$ cat src/rtl/crf_pkg.sv
package crf_pkg;
  localparam int XLEN   = 32;
  localparam int NSLOT  = 5;

  typedef enum logic [2:0] {
    SEL_C0   = 3'd0,
    SEL_C2   = 3'd1,
    SEL_C3   = 3'd2,
    SEL_C4   = 3'd3,
    SEL_C8   = 3'd4,
    SEL_NONE = 3'd5
  } crsel_e;

  localparam int B_PE  = 0;
  localparam int B_ET  = 4;
  localparam int B_NW  = 29;
  localparam int B_CD  = 30;
  localparam int B_PG  = 31;
  localparam int B_PSE = 4;
  localparam int B_PAE = 5;
  localparam int B_PGE = 7;

  localparam logic [XLEN-1:0] C0_KEEP  = 32'hE005_003F;
  localparam logic [XLEN-1:0] C3_KEEP  = 32'hFFFF_F018;
  localparam logic [XLEN-1:0] C4_KEEP  = 32'h0000_07FF;
  localparam logic [XLEN-1:0] C8_KEEP  = 32'h0000_000F;
  localparam logic [XLEN-1:0] C0_RESET = 32'h0000_0010;
  localparam logic [XLEN-1:0] C4_PAGE_BITS =
    (32'h1 << B_PSE) | (32'h1 << B_PAE) | (32'h1 << B_PGE);

  function automatic logic [XLEN-1:0] c0_clean(input logic [XLEN-1:0] v);
    c0_clean = (v & C0_KEEP) | (32'h1 << B_ET);
  endfunction

  function automatic logic c0_combo_bad(input logic [XLEN-1:0] v);
    c0_combo_bad = (v[B_PG] & ~v[B_PE]) | (v[B_NW] & ~v[B_CD]);
  endfunction

  function automatic logic rsvd_hit(input logic [XLEN-1:0] v,
                                    input logic [XLEN-1:0] keep);
    rsvd_hit = |(v & ~keep);
  endfunction

  function automatic logic [XLEN-1:0] slot_reset(input int i);
    slot_reset = (i == 0) ? C0_RESET : '0;
  endfunction
endpackage

$ cat src/rtl/crf_decode.sv
module crf_decode
  import crf_pkg::*;
(
  input  logic [1:0] mod_bits,
  input  logic [2:0] reg_idx,
  input  logic       reg_ext,
  output crsel_e     sel,
  output logic       sel_bad
);
  always_comb begin
    sel = SEL_NONE;
    if (mod_bits == 2'b11) begin
      if (reg_ext) begin
        if (reg_idx == 3'd0) sel = SEL_C8;
      end else begin
        case (reg_idx)
          3'd0:    sel = SEL_C0;
          3'd2:    sel = SEL_C2;
          3'd3:    sel = SEL_C3;
          3'd4:    sel = SEL_C4;
          default: sel = SEL_NONE;
        endcase
      end
    end
    sel_bad = (sel == SEL_NONE);
  end
endmodule

$ cat src/rtl/crf_wcheck.sv
module crf_wcheck
  import crf_pkg::*;
(
  input  crsel_e          sel,
  input  logic [XLEN-1:0] wdata,
  input  logic [XLEN-1:0] cur_c0,
  input  logic [XLEN-1:0] cur_c4,
  output logic            val_fault,
  output logic [XLEN-1:0] clean_val,
  output logic            want_flush_local,
  output logic            want_flush_all,
  output logic            want_reload
);
  logic paging_on;
  logic pae_on;
  assign paging_on = cur_c0[B_PG];
  assign pae_on    = cur_c4[B_PAE];

  always_comb begin
    val_fault        = 1'b0;
    clean_val        = wdata;
    want_flush_local = 1'b0;
    want_flush_all   = 1'b0;
    want_reload      = 1'b0;
    case (sel)
      SEL_C0: begin
        clean_val      = c0_clean(wdata);
        val_fault      = c0_combo_bad(wdata);
        want_flush_all = (clean_val[B_PE] != cur_c0[B_PE]) ||
                         (clean_val[B_PG] != cur_c0[B_PG]);
        want_reload    = clean_val[B_PG] & ~paging_on & pae_on;
      end
      SEL_C3: begin
        clean_val        = wdata & C3_KEEP;
        want_flush_local = 1'b1;
        want_reload      = pae_on & paging_on;
      end
      SEL_C4: begin
        val_fault      = rsvd_hit(wdata, C4_KEEP);
        want_flush_all = |((wdata ^ cur_c4) & C4_PAGE_BITS);
        want_reload    = wdata[B_PAE] & ~pae_on & paging_on;
      end
      SEL_C8: begin
        val_fault = rsvd_hit(wdata, C8_KEEP);
      end
      default: ;
    endcase
  end
endmodule

$ cat src/rtl/crf_store.sv
module crf_store
  import crf_pkg::*;
#(
  parameter int SLOTS = NSLOT
) (
  input  logic            clk,
  input  logic            rst_n,
  input  logic            we,
  input  crsel_e          sel,
  input  logic [XLEN-1:0] wval,
  output logic [XLEN-1:0] slot_q [SLOTS]
);
  for (genvar i = 0; i < SLOTS; i++) begin : g_slot
    always_ff @(posedge clk) begin
      if (!rst_n)
        slot_q[i] <= slot_reset(i);
      else if (we && (int'(sel) == i))
        slot_q[i] <= wval;
    end
  end
endmodule

$ cat src/rtl/ctrl_reg_file.sv
module ctrl_reg_file
  import crf_pkg::*;
(
  input  logic            clk,
  input  logic            rst_n,
  input  logic            req_valid,
  input  logic            req_write,
  input  logic [1:0]      mod_bits,
  input  logic [2:0]      reg_idx,
  input  logic            reg_ext,
  input  logic [1:0]      cpl,
  input  logic [XLEN-1:0] wr_data,
  output logic            rd_valid,
  output logic [XLEN-1:0] rd_data,
  output logic            fault_ud,
  output logic            fault_gp,
  output logic            tlb_flush_local,
  output logic            tlb_flush_all,
  output logic            ptr_reload
);
  crsel_e          sel;
  logic            sel_bad;
  logic            val_fault;
  logic [XLEN-1:0] clean_val;
  logic            want_flush_local, want_flush_all, want_reload;
  logic [XLEN-1:0] slot_q [NSLOT];
  logic [XLEN-1:0] cr0_now, cr3_now, cr4_now;
  logic [XLEN-1:0] rd_value;

  // named internal events
  logic priv_bad, evt_ud, evt_gp, evt_wr, evt_rd;

  crf_decode u_dec (
    .mod_bits (mod_bits),
    .reg_idx  (reg_idx),
    .reg_ext  (reg_ext),
    .sel      (sel),
    .sel_bad  (sel_bad)
  );

  assign cr0_now = slot_q[0];
  assign cr3_now = slot_q[2];
  assign cr4_now = slot_q[3];

  crf_wcheck u_chkw (
    .sel              (sel),
    .wdata            (wr_data),
    .cur_c0           (cr0_now),
    .cur_c4           (cr4_now),
    .val_fault        (val_fault),
    .clean_val        (clean_val),
    .want_flush_local (want_flush_local),
    .want_flush_all   (want_flush_all),
    .want_reload      (want_reload)
  );

  assign priv_bad = (cpl != 2'd0);
  assign evt_ud   = req_valid & sel_bad;
  assign evt_gp   = req_valid & ~sel_bad & (priv_bad | (req_write & val_fault));
  assign evt_wr   = req_valid & req_write & ~sel_bad & ~priv_bad & ~val_fault;
  assign evt_rd   = req_valid & ~req_write & ~sel_bad & ~priv_bad;

  crf_store u_store (
    .clk    (clk),
    .rst_n  (rst_n),
    .we     (evt_wr),
    .sel    (sel),
    .wval   (clean_val),
    .slot_q (slot_q)
  );

  always_comb begin
    rd_value = '0;
    if (!sel_bad) rd_value = slot_q[int'(sel)];
  end

  always_ff @(posedge clk) begin
    if (!rst_n) begin
      rd_valid        <= 1'b0;
      rd_data         <= '0;
      fault_ud        <= 1'b0;
      fault_gp        <= 1'b0;
      tlb_flush_local <= 1'b0;
      tlb_flush_all   <= 1'b0;
      ptr_reload      <= 1'b0;
    end else begin
      rd_valid        <= evt_rd;
      if (evt_rd) rd_data <= rd_value;
      fault_ud        <= evt_ud;
      fault_gp        <= evt_gp;
      tlb_flush_local <= evt_wr & want_flush_local;
      tlb_flush_all   <= evt_wr & want_flush_all;
      ptr_reload      <= evt_wr & want_reload;
    end
  end
endmodule

$ cat config.mk
export PLATFORM = sky130hd
export DESIGN_NAME = ctrl_reg_file
export DESIGN_NICKNAME = d
export VERILOG_FILES = /design/src/rtl/crf_pkg.sv /design/src/rtl/crf_decode.sv /design/src/rtl/crf_wcheck.sv /design/src/rtl/crf_store.sv /design/src/rtl/ctrl_reg_file.sv
export SDC_FILE = /design/constraint.sdc
export NUM_CORES = 1
export LEC_CHECK = 0
export BUFFER_PORTS_ARGS = -buffer_cell sky130_fd_sc_hd__buf_4
export CAP_MARGIN = 20
export CORE_UTILIZATION = 50
export CTS_CLUSTER_DIAMETER = 40
export DETAILED_ROUTE_END_ITERATION = 8
export GPL_TIMING_DRIVEN = 0
export PLACE_DENSITY = 0.68
export SLEW_MARGIN = 0
export SYNTH_ARGS = -nofsm -noshare
export SYNTH_HDL_FRONTEND = slang
export SYNTH_SLANG_ARGS = --single-unit
$ cat constraint.sdc
create_clock -name clk -period 3.3 [get_ports clk]
set_input_delay 0.33 -clock clk [delete_from_list [all_inputs] [get_ports clk]]
set_output_delay 0.33 -clock clk [all_outputs]
set_load 0.01 [all_outputs]
== Word-level counts from Yosys, hierarchy flattened ==
Cells that the tools add are included.
Operators by class
  order comparisons: 1
  equality and inequality tests: 14
  multiplexer cells: 13
  bitwise logic cells: 33
  reduce and logical (&&, ||, !) cells: 13
Operators with widths (count)
  $bmux W32 S3: 1
  $mux W32: 3
  $pmux W29 S2: 1
  $ge A32 B4 Y1 const B: 1
  $not A3 Y32: 1
  $reduce_or A28 Y1: 1
  $and A1 B1 Y1: 21
  $reduce_or A21 Y1: 1
  $eq A3 B3 Y1 const B: 6
  $eq A3 B2 Y1 const B: 5
  $pmux W3 S4: 1
  $logic_not A3 Y1: 3
  $not A1 Y1: 8
  $xor A8 B8 Y8: 1
  $mux W3: 2
  $pmux W1 S3: 2
  $logic_and A1 B1 Y1: 5
  $reduce_or A3 Y1: 1
  $eq A2 B2 Y1 const B: 1
  $mux W1: 2
  $ne A1 B1 Y1: 2
  $or A1 B1 Y1: 2
  $pmux W1 S2: 1
  $reduce_bool A2 Y1: 1
  $logic_or A1 B1 Y1: 1
Storage, ports and cells
  flip-flop bits (word level): 198
  input bits: 44
  output and inout port bits: 38
  word-level logic and storage cells: 86

== Depth between registers and ports, before layout ==
  depth in word-level cells: 10
  gate-level depth with buffers: 9
  mapped depth without buffers: 5

== By module ==
Synthesis repeated with hierarchy kept, for this count alone.
Second synthesis, totals
  cells, all modules: 982
  area total of the unflattened synthesis: 9145.0 µm²
By module, submodules not included
  crf_store: instances 1, cells each 557, area an instance 5821.8 µm², seq. area each 3203.1 µm²
  ctrl_reg_file: instances 1, cells each 342, area an instance 2743.9 µm², seq. area each 760.7 µm²
  crf_wcheck: instances 1, cells each 71, area an instance 486.7 µm², seq. area each 0.0 µm²
  crf_decode: instances 1, cells each 12, area an instance 92.6 µm², seq. area each 0.0 µm²

== Least setup slack after synthesis ==
Ideal clock, no wire load.
  path type: input port to flip-flop
  start point: input reg_idx[2]
  end point: register u_store.slot_q[112] in the netlist's numbering
  setup time: 0.132 ns
  arrival time: 1.892 ns
  data required time: 3.168 ns
  setup slack: 1.276 ns
  stages: 8
  buffers on the path: 3
  path through: buf_4 -> a211oi_4 -> o2111ai_4 -> or4b_1 -> buf_2 -> buf_6 -> nand2_1 -> a21oi_1
Between the ends
  cells in the longest elaborated chain, start to end: 10
  elaborated cells between the ends (all ways): 20
  those cells by class: eq/ne (7); mux (5); bitwise (5); reduce/logical (3)
RTL lines
  start, declared: RTL line ctrl_reg_file.sv:9  | input logic [2:0] reg_idx,
  $eq A3 B3 Y1 (tied with other cells): RTL line crf_decode.sv:16  | case (reg_idx)
  $pmux W3 S4 / $mux W1 (equally long branches): RTL line crf_decode.sv:16, crf_decode.sv:14
  $mux W3 *: RTL line crf_decode.sv:13  | if (reg_ext) begin
  $mux W3 *: RTL line crf_decode.sv:12  | if (mod_bits == 2'b11) begin
  $eq A3 B3 Y1: RTL line crf_decode.sv:25  | sel_bad = (sel == SEL_NONE);
  $not A1 Y1: RTL line ctrl_reg_file.sv:60  | assign evt_wr = req_valid & req_write & ~sel_bad & ~priv_bad & ~val_fault;
  $and A1 B1 Y1 (3 in series): RTL line ctrl_reg_file.sv:60
  $logic_and A1 B1 Y1 *: RTL line crf_store.sv:17  | else if (we && (int'(sel) == i))
  end signal, assigned by index: RTL line crf_store.sv:16  | slot_q[i] <= slot_reset(i);
  end signal, assigned by index: RTL line crf_store.sv:18  | slot_q[i] <= wval;
  end, declared: RTL line crf_store.sv:11  | output logic [XLEN-1:0] slot_q [SLOTS]
Every way passes the cells marked *; elsewhere a longest branch is shown, timed or not.
A chain may end at the register's enable or synchronous reset.

== Worst setup path in the final report ==
  start point: input reg_idx[2]
  end point: register u_store.slot_q[30] in the netlist's numbering
Same word-level chain as after synthesis.

==> flow_summary_export.csv <==
group,metric,value,unit
clock_network,clock_path_buffers,2,
route,firstDrtPassIters,8,
die,core_area,15200,um^2
cells_and_area,layout.nets,1018,
synth,seq_area_frac_synth,51.0,%
synth,yosys_warnings,0,
worst_setup_path,crit_start,"reg_idx[2]",
worst_setup_path,crit_fanout,10,
synth,async_flop_share,0,%
placed_design,io_buffer_count,78,
cells_and_area,antennaDiodeCount,0,
route,final_antenna_net_count,0,
worst_setup_path,slowest_stage,"nor2_1",
synth,synth_cell_types,54,
synth,yosysMostFrequentCell,"dfxtp_1",
global_route,grt_start_max_net_pins,17,
synth,synthTopCellsByCount,"198 x dfxtp_1, 101 x nand2_1, 68 x o21ai_0",
run,drv_cap,0,
worst_setup_path,worstPathRequired,3.63,ns
timing,tns,0,ns
worst_setup_path,cp.arrival,2.76,ns
route,drcViolationCount,0,
worst_setup_path,timing.rr.start,"u_store.slot_q[159]",
timing,timing.hold.ws,0.138,ns
timing,fmax,0.411,GHz
cells_and_area,fillCellCount,1410,
timing,grt_setup_unrepaired,"no",
clock_network,cts_buffers,17,
synth,synthFlopType,"dfxtp_1",
cells_and_area,syn_to_final_growth,18.8,%
cells_and_area,stdcell_count,1173,
power_and_ir_drop,peakVddDrop,378,uV
global_route,grt_pass1_vias,6283,
synth,synth-edff-count,0,
placed_design,gp_congestion,0.930,
global_route,antenna_found_initial,0,
route,routed-via-count,6841,
synth,netlist.area_leader.share,51.0,%
timing,tightest_slew,0.711,ns
global_route,grt_pass1_wl,35200,um
clock_network,ctsRootBufferMaster,"clkbuf_16",
clock_network,cts_tree,"done",
timing,hold_violations,0,
synth,yosys.area.top_type,"dfxtp_1",
die,die_w,127,um
die,initial_core_util,51.1,%
worst_setup_path,path_buf_inv,3,
placed_design,dp_cells,1140,
worst_setup_path,path_common_cell,"buf_4",
outcome,outcome,"finished clean",
die,dieArea,16000,um^2
power_and_ir_drop,leakage,3.59,nW
clock_network,cts_resized,0,
synth,syn_inst,874,
route,wl_per_cell,19.1,um
clock_network,cts_sinks,198,
clock_network,cts_setup_buffers,0,
min_path,min-delay-start,"req_valid",
timing,relSlewSlack,52.4,%
timing,fin_crit,2.43,ns
worst_setup_path,end_kind,"flip-flop",
clock_network,clk_latency,0.44,ns
synth,syn_area,7770,um^2
die,rows,45,
worst_setup_path,crit_path_max_incr_delay,0.54,ns
cells_and_area,drive_gt1_share,15.4,%
worst_setup_path,critPathKind,"in -> reg",
synth,synth.avg_cell_area,8.89,um^2
timing,period_share,73.7,%
timing,drv_slew,0,
clock_network,clk_pin_slew,0.07,ns
clock_network,cts_max_level,4,
route,drt_wl_total,22400,um
die,die_h,127,um
power_and_ir_drop,powerDensity,524,nW/um^2
die,io_pins,82,
global_route,gr-total-overflow,0,
timing,setup_viol,0,
worst_setup_path,crit_chain,"buf_4 -> buf_4 -> nor3b_2 -> o2111ai_4 -> nor2_1 -> a21oi_2 -> clkbuf_1 -> and2_1",
min_path,min_path_type,"in -> reg",
route,drt_iter0_markers,616,
worst_setup_path,crit_path_start_kind,"input port",
global_route,grt_use_total,28.8,%
timing,clock_skew,0.00697,ns
synth,ys_ff_latch,198,
synth,synth_nets,920,
route,viasPerCell,5.83,
placed_design,hpwl,15600,um
worst_setup_path,crit_family,"simple AND/OR/NAND/NOR gates",
clock_network,ctsHoldBuffers,0,
synth,synthTopCellsByArea,"dfxtp_1 51%, and3_1 5.1%, nand2_1 4.9%",
==> registers in the layout (all words and copies together), names as in the netlist <==
register,count
fault_gp,1
rd_data,32
ptr_reload,1
fault_ud,1
tlb_flush_local,1
u_store.slot_q,160
rd_valid,1
tlb_flush_all,1
==> per-stage QoR <==
step | power, mW | utilization [%] | cell area, um^2 | worst slack (ns)
after floorplan | 2.54 | - | 7770 | 1.28
after global placement | 2.65 | 56.5 | 8590 | 0.204
after detailed placement | 2.65 | 56.5 | 8590 | 0.138
after CTS | 4.84 | 60.6 | 9220 | 0.594
after global routing | 4.96 | 60.7 | 9220 | 0.802
final | 4.83 | 60.7 | 9220 | 0.869
==> tightest hold or removal path, stage by stage <==
cell     delay (ns)
buf_4          0.08
nand2_1        0.05
nor2_1         0.07
==> final cells by class <==
| type | instances | area [um^2] | share of cell area (%) |
|---|---|---|---|
| clock buffer | 22 | 464 | 5.03 |
| tap | 188 | 235 | 2.55 |
| timing repair buffer | 79 | 591 | 6.40 |
| sequential | 198 | 3960 | 43.0 |
| inverter | 6 | 22.5 | 0.244 |
| clock inverter | 10 | 166 | 1.80 |
| buffer | 69 | 327 | 3.54 |
| multi-input combinational | 601 | 3450 | 37.5 |
==> layer usage <==
| layer | track usage, % | wire, um |
|---|---|---|
| met3 | 5.65 | 1730 |
| met2 | 43.5 | 9890 |
| met4 | 10.2 | 475 |
| met5 | 0 | 0 |
| met1 | 40.9 | 10300 |
==> power breakdown <==
part / total, mW / internal, mW / switching [mW] / leakage (nW)
Combinational: 0.211 / 0.0729 / 0.138 / 1.69
Clock: 2.23 / 1.32 / 0.916 / 0.301
Sequential: 2.39 / 2.39 / 0.00117 / 1.59
Total: 4.83 / 3.78 / 1.05 / 3.59
==> cells in the final DEF, fill, tap and decap left out, drive strengths merged, types with 4 or more instances in the layout <==
cell and count:
dfxtp 198, nand2 103, buf 102, o21ai 68, clkbuf 68, nor2 64, and3 63, a21oi 48
nand3 35, or3 33, o22ai 32, a31oi 32, and2 30, mux2i 28, nor3 10, inv 8
nor4 7, nand4 5, a31o 5, bufinv 4
==> worst paths after layout <==
check	endpoint	slack (ns)	cells past startpoint
worst min register to register	u_store.slot_q[98]	0.45	2
worst max register to register	ptr_reload	1.98	5
worst max-delay path	u_store.slot_q[30]	0.87	8
worst min-delay path	fault_ud	0.14	3
==> cell families (layout without fill, tap and decap cells) <==
| family | Yosys count | after routing | share of synthesized area, % |
|---|---|---|---|
| XOR/XNOR | 3 | 3 | 0.338 |
| multiplexers | 28 | 28 | 3.61 |
| AO/OA/AOI/OAI | 199 | 199 | 15.4 |
| buffers and inverters | 75 | 186 | 4.49 |
| adder cells (fa/ha/maj) | 2 | 2 | 0.322 |
| AND/OR/NAND/NOR | 369 | 369 | 24.9 |
| flip-flops | 198 | 198 | 51.0 |
Power figures use the tool's default switching activity.
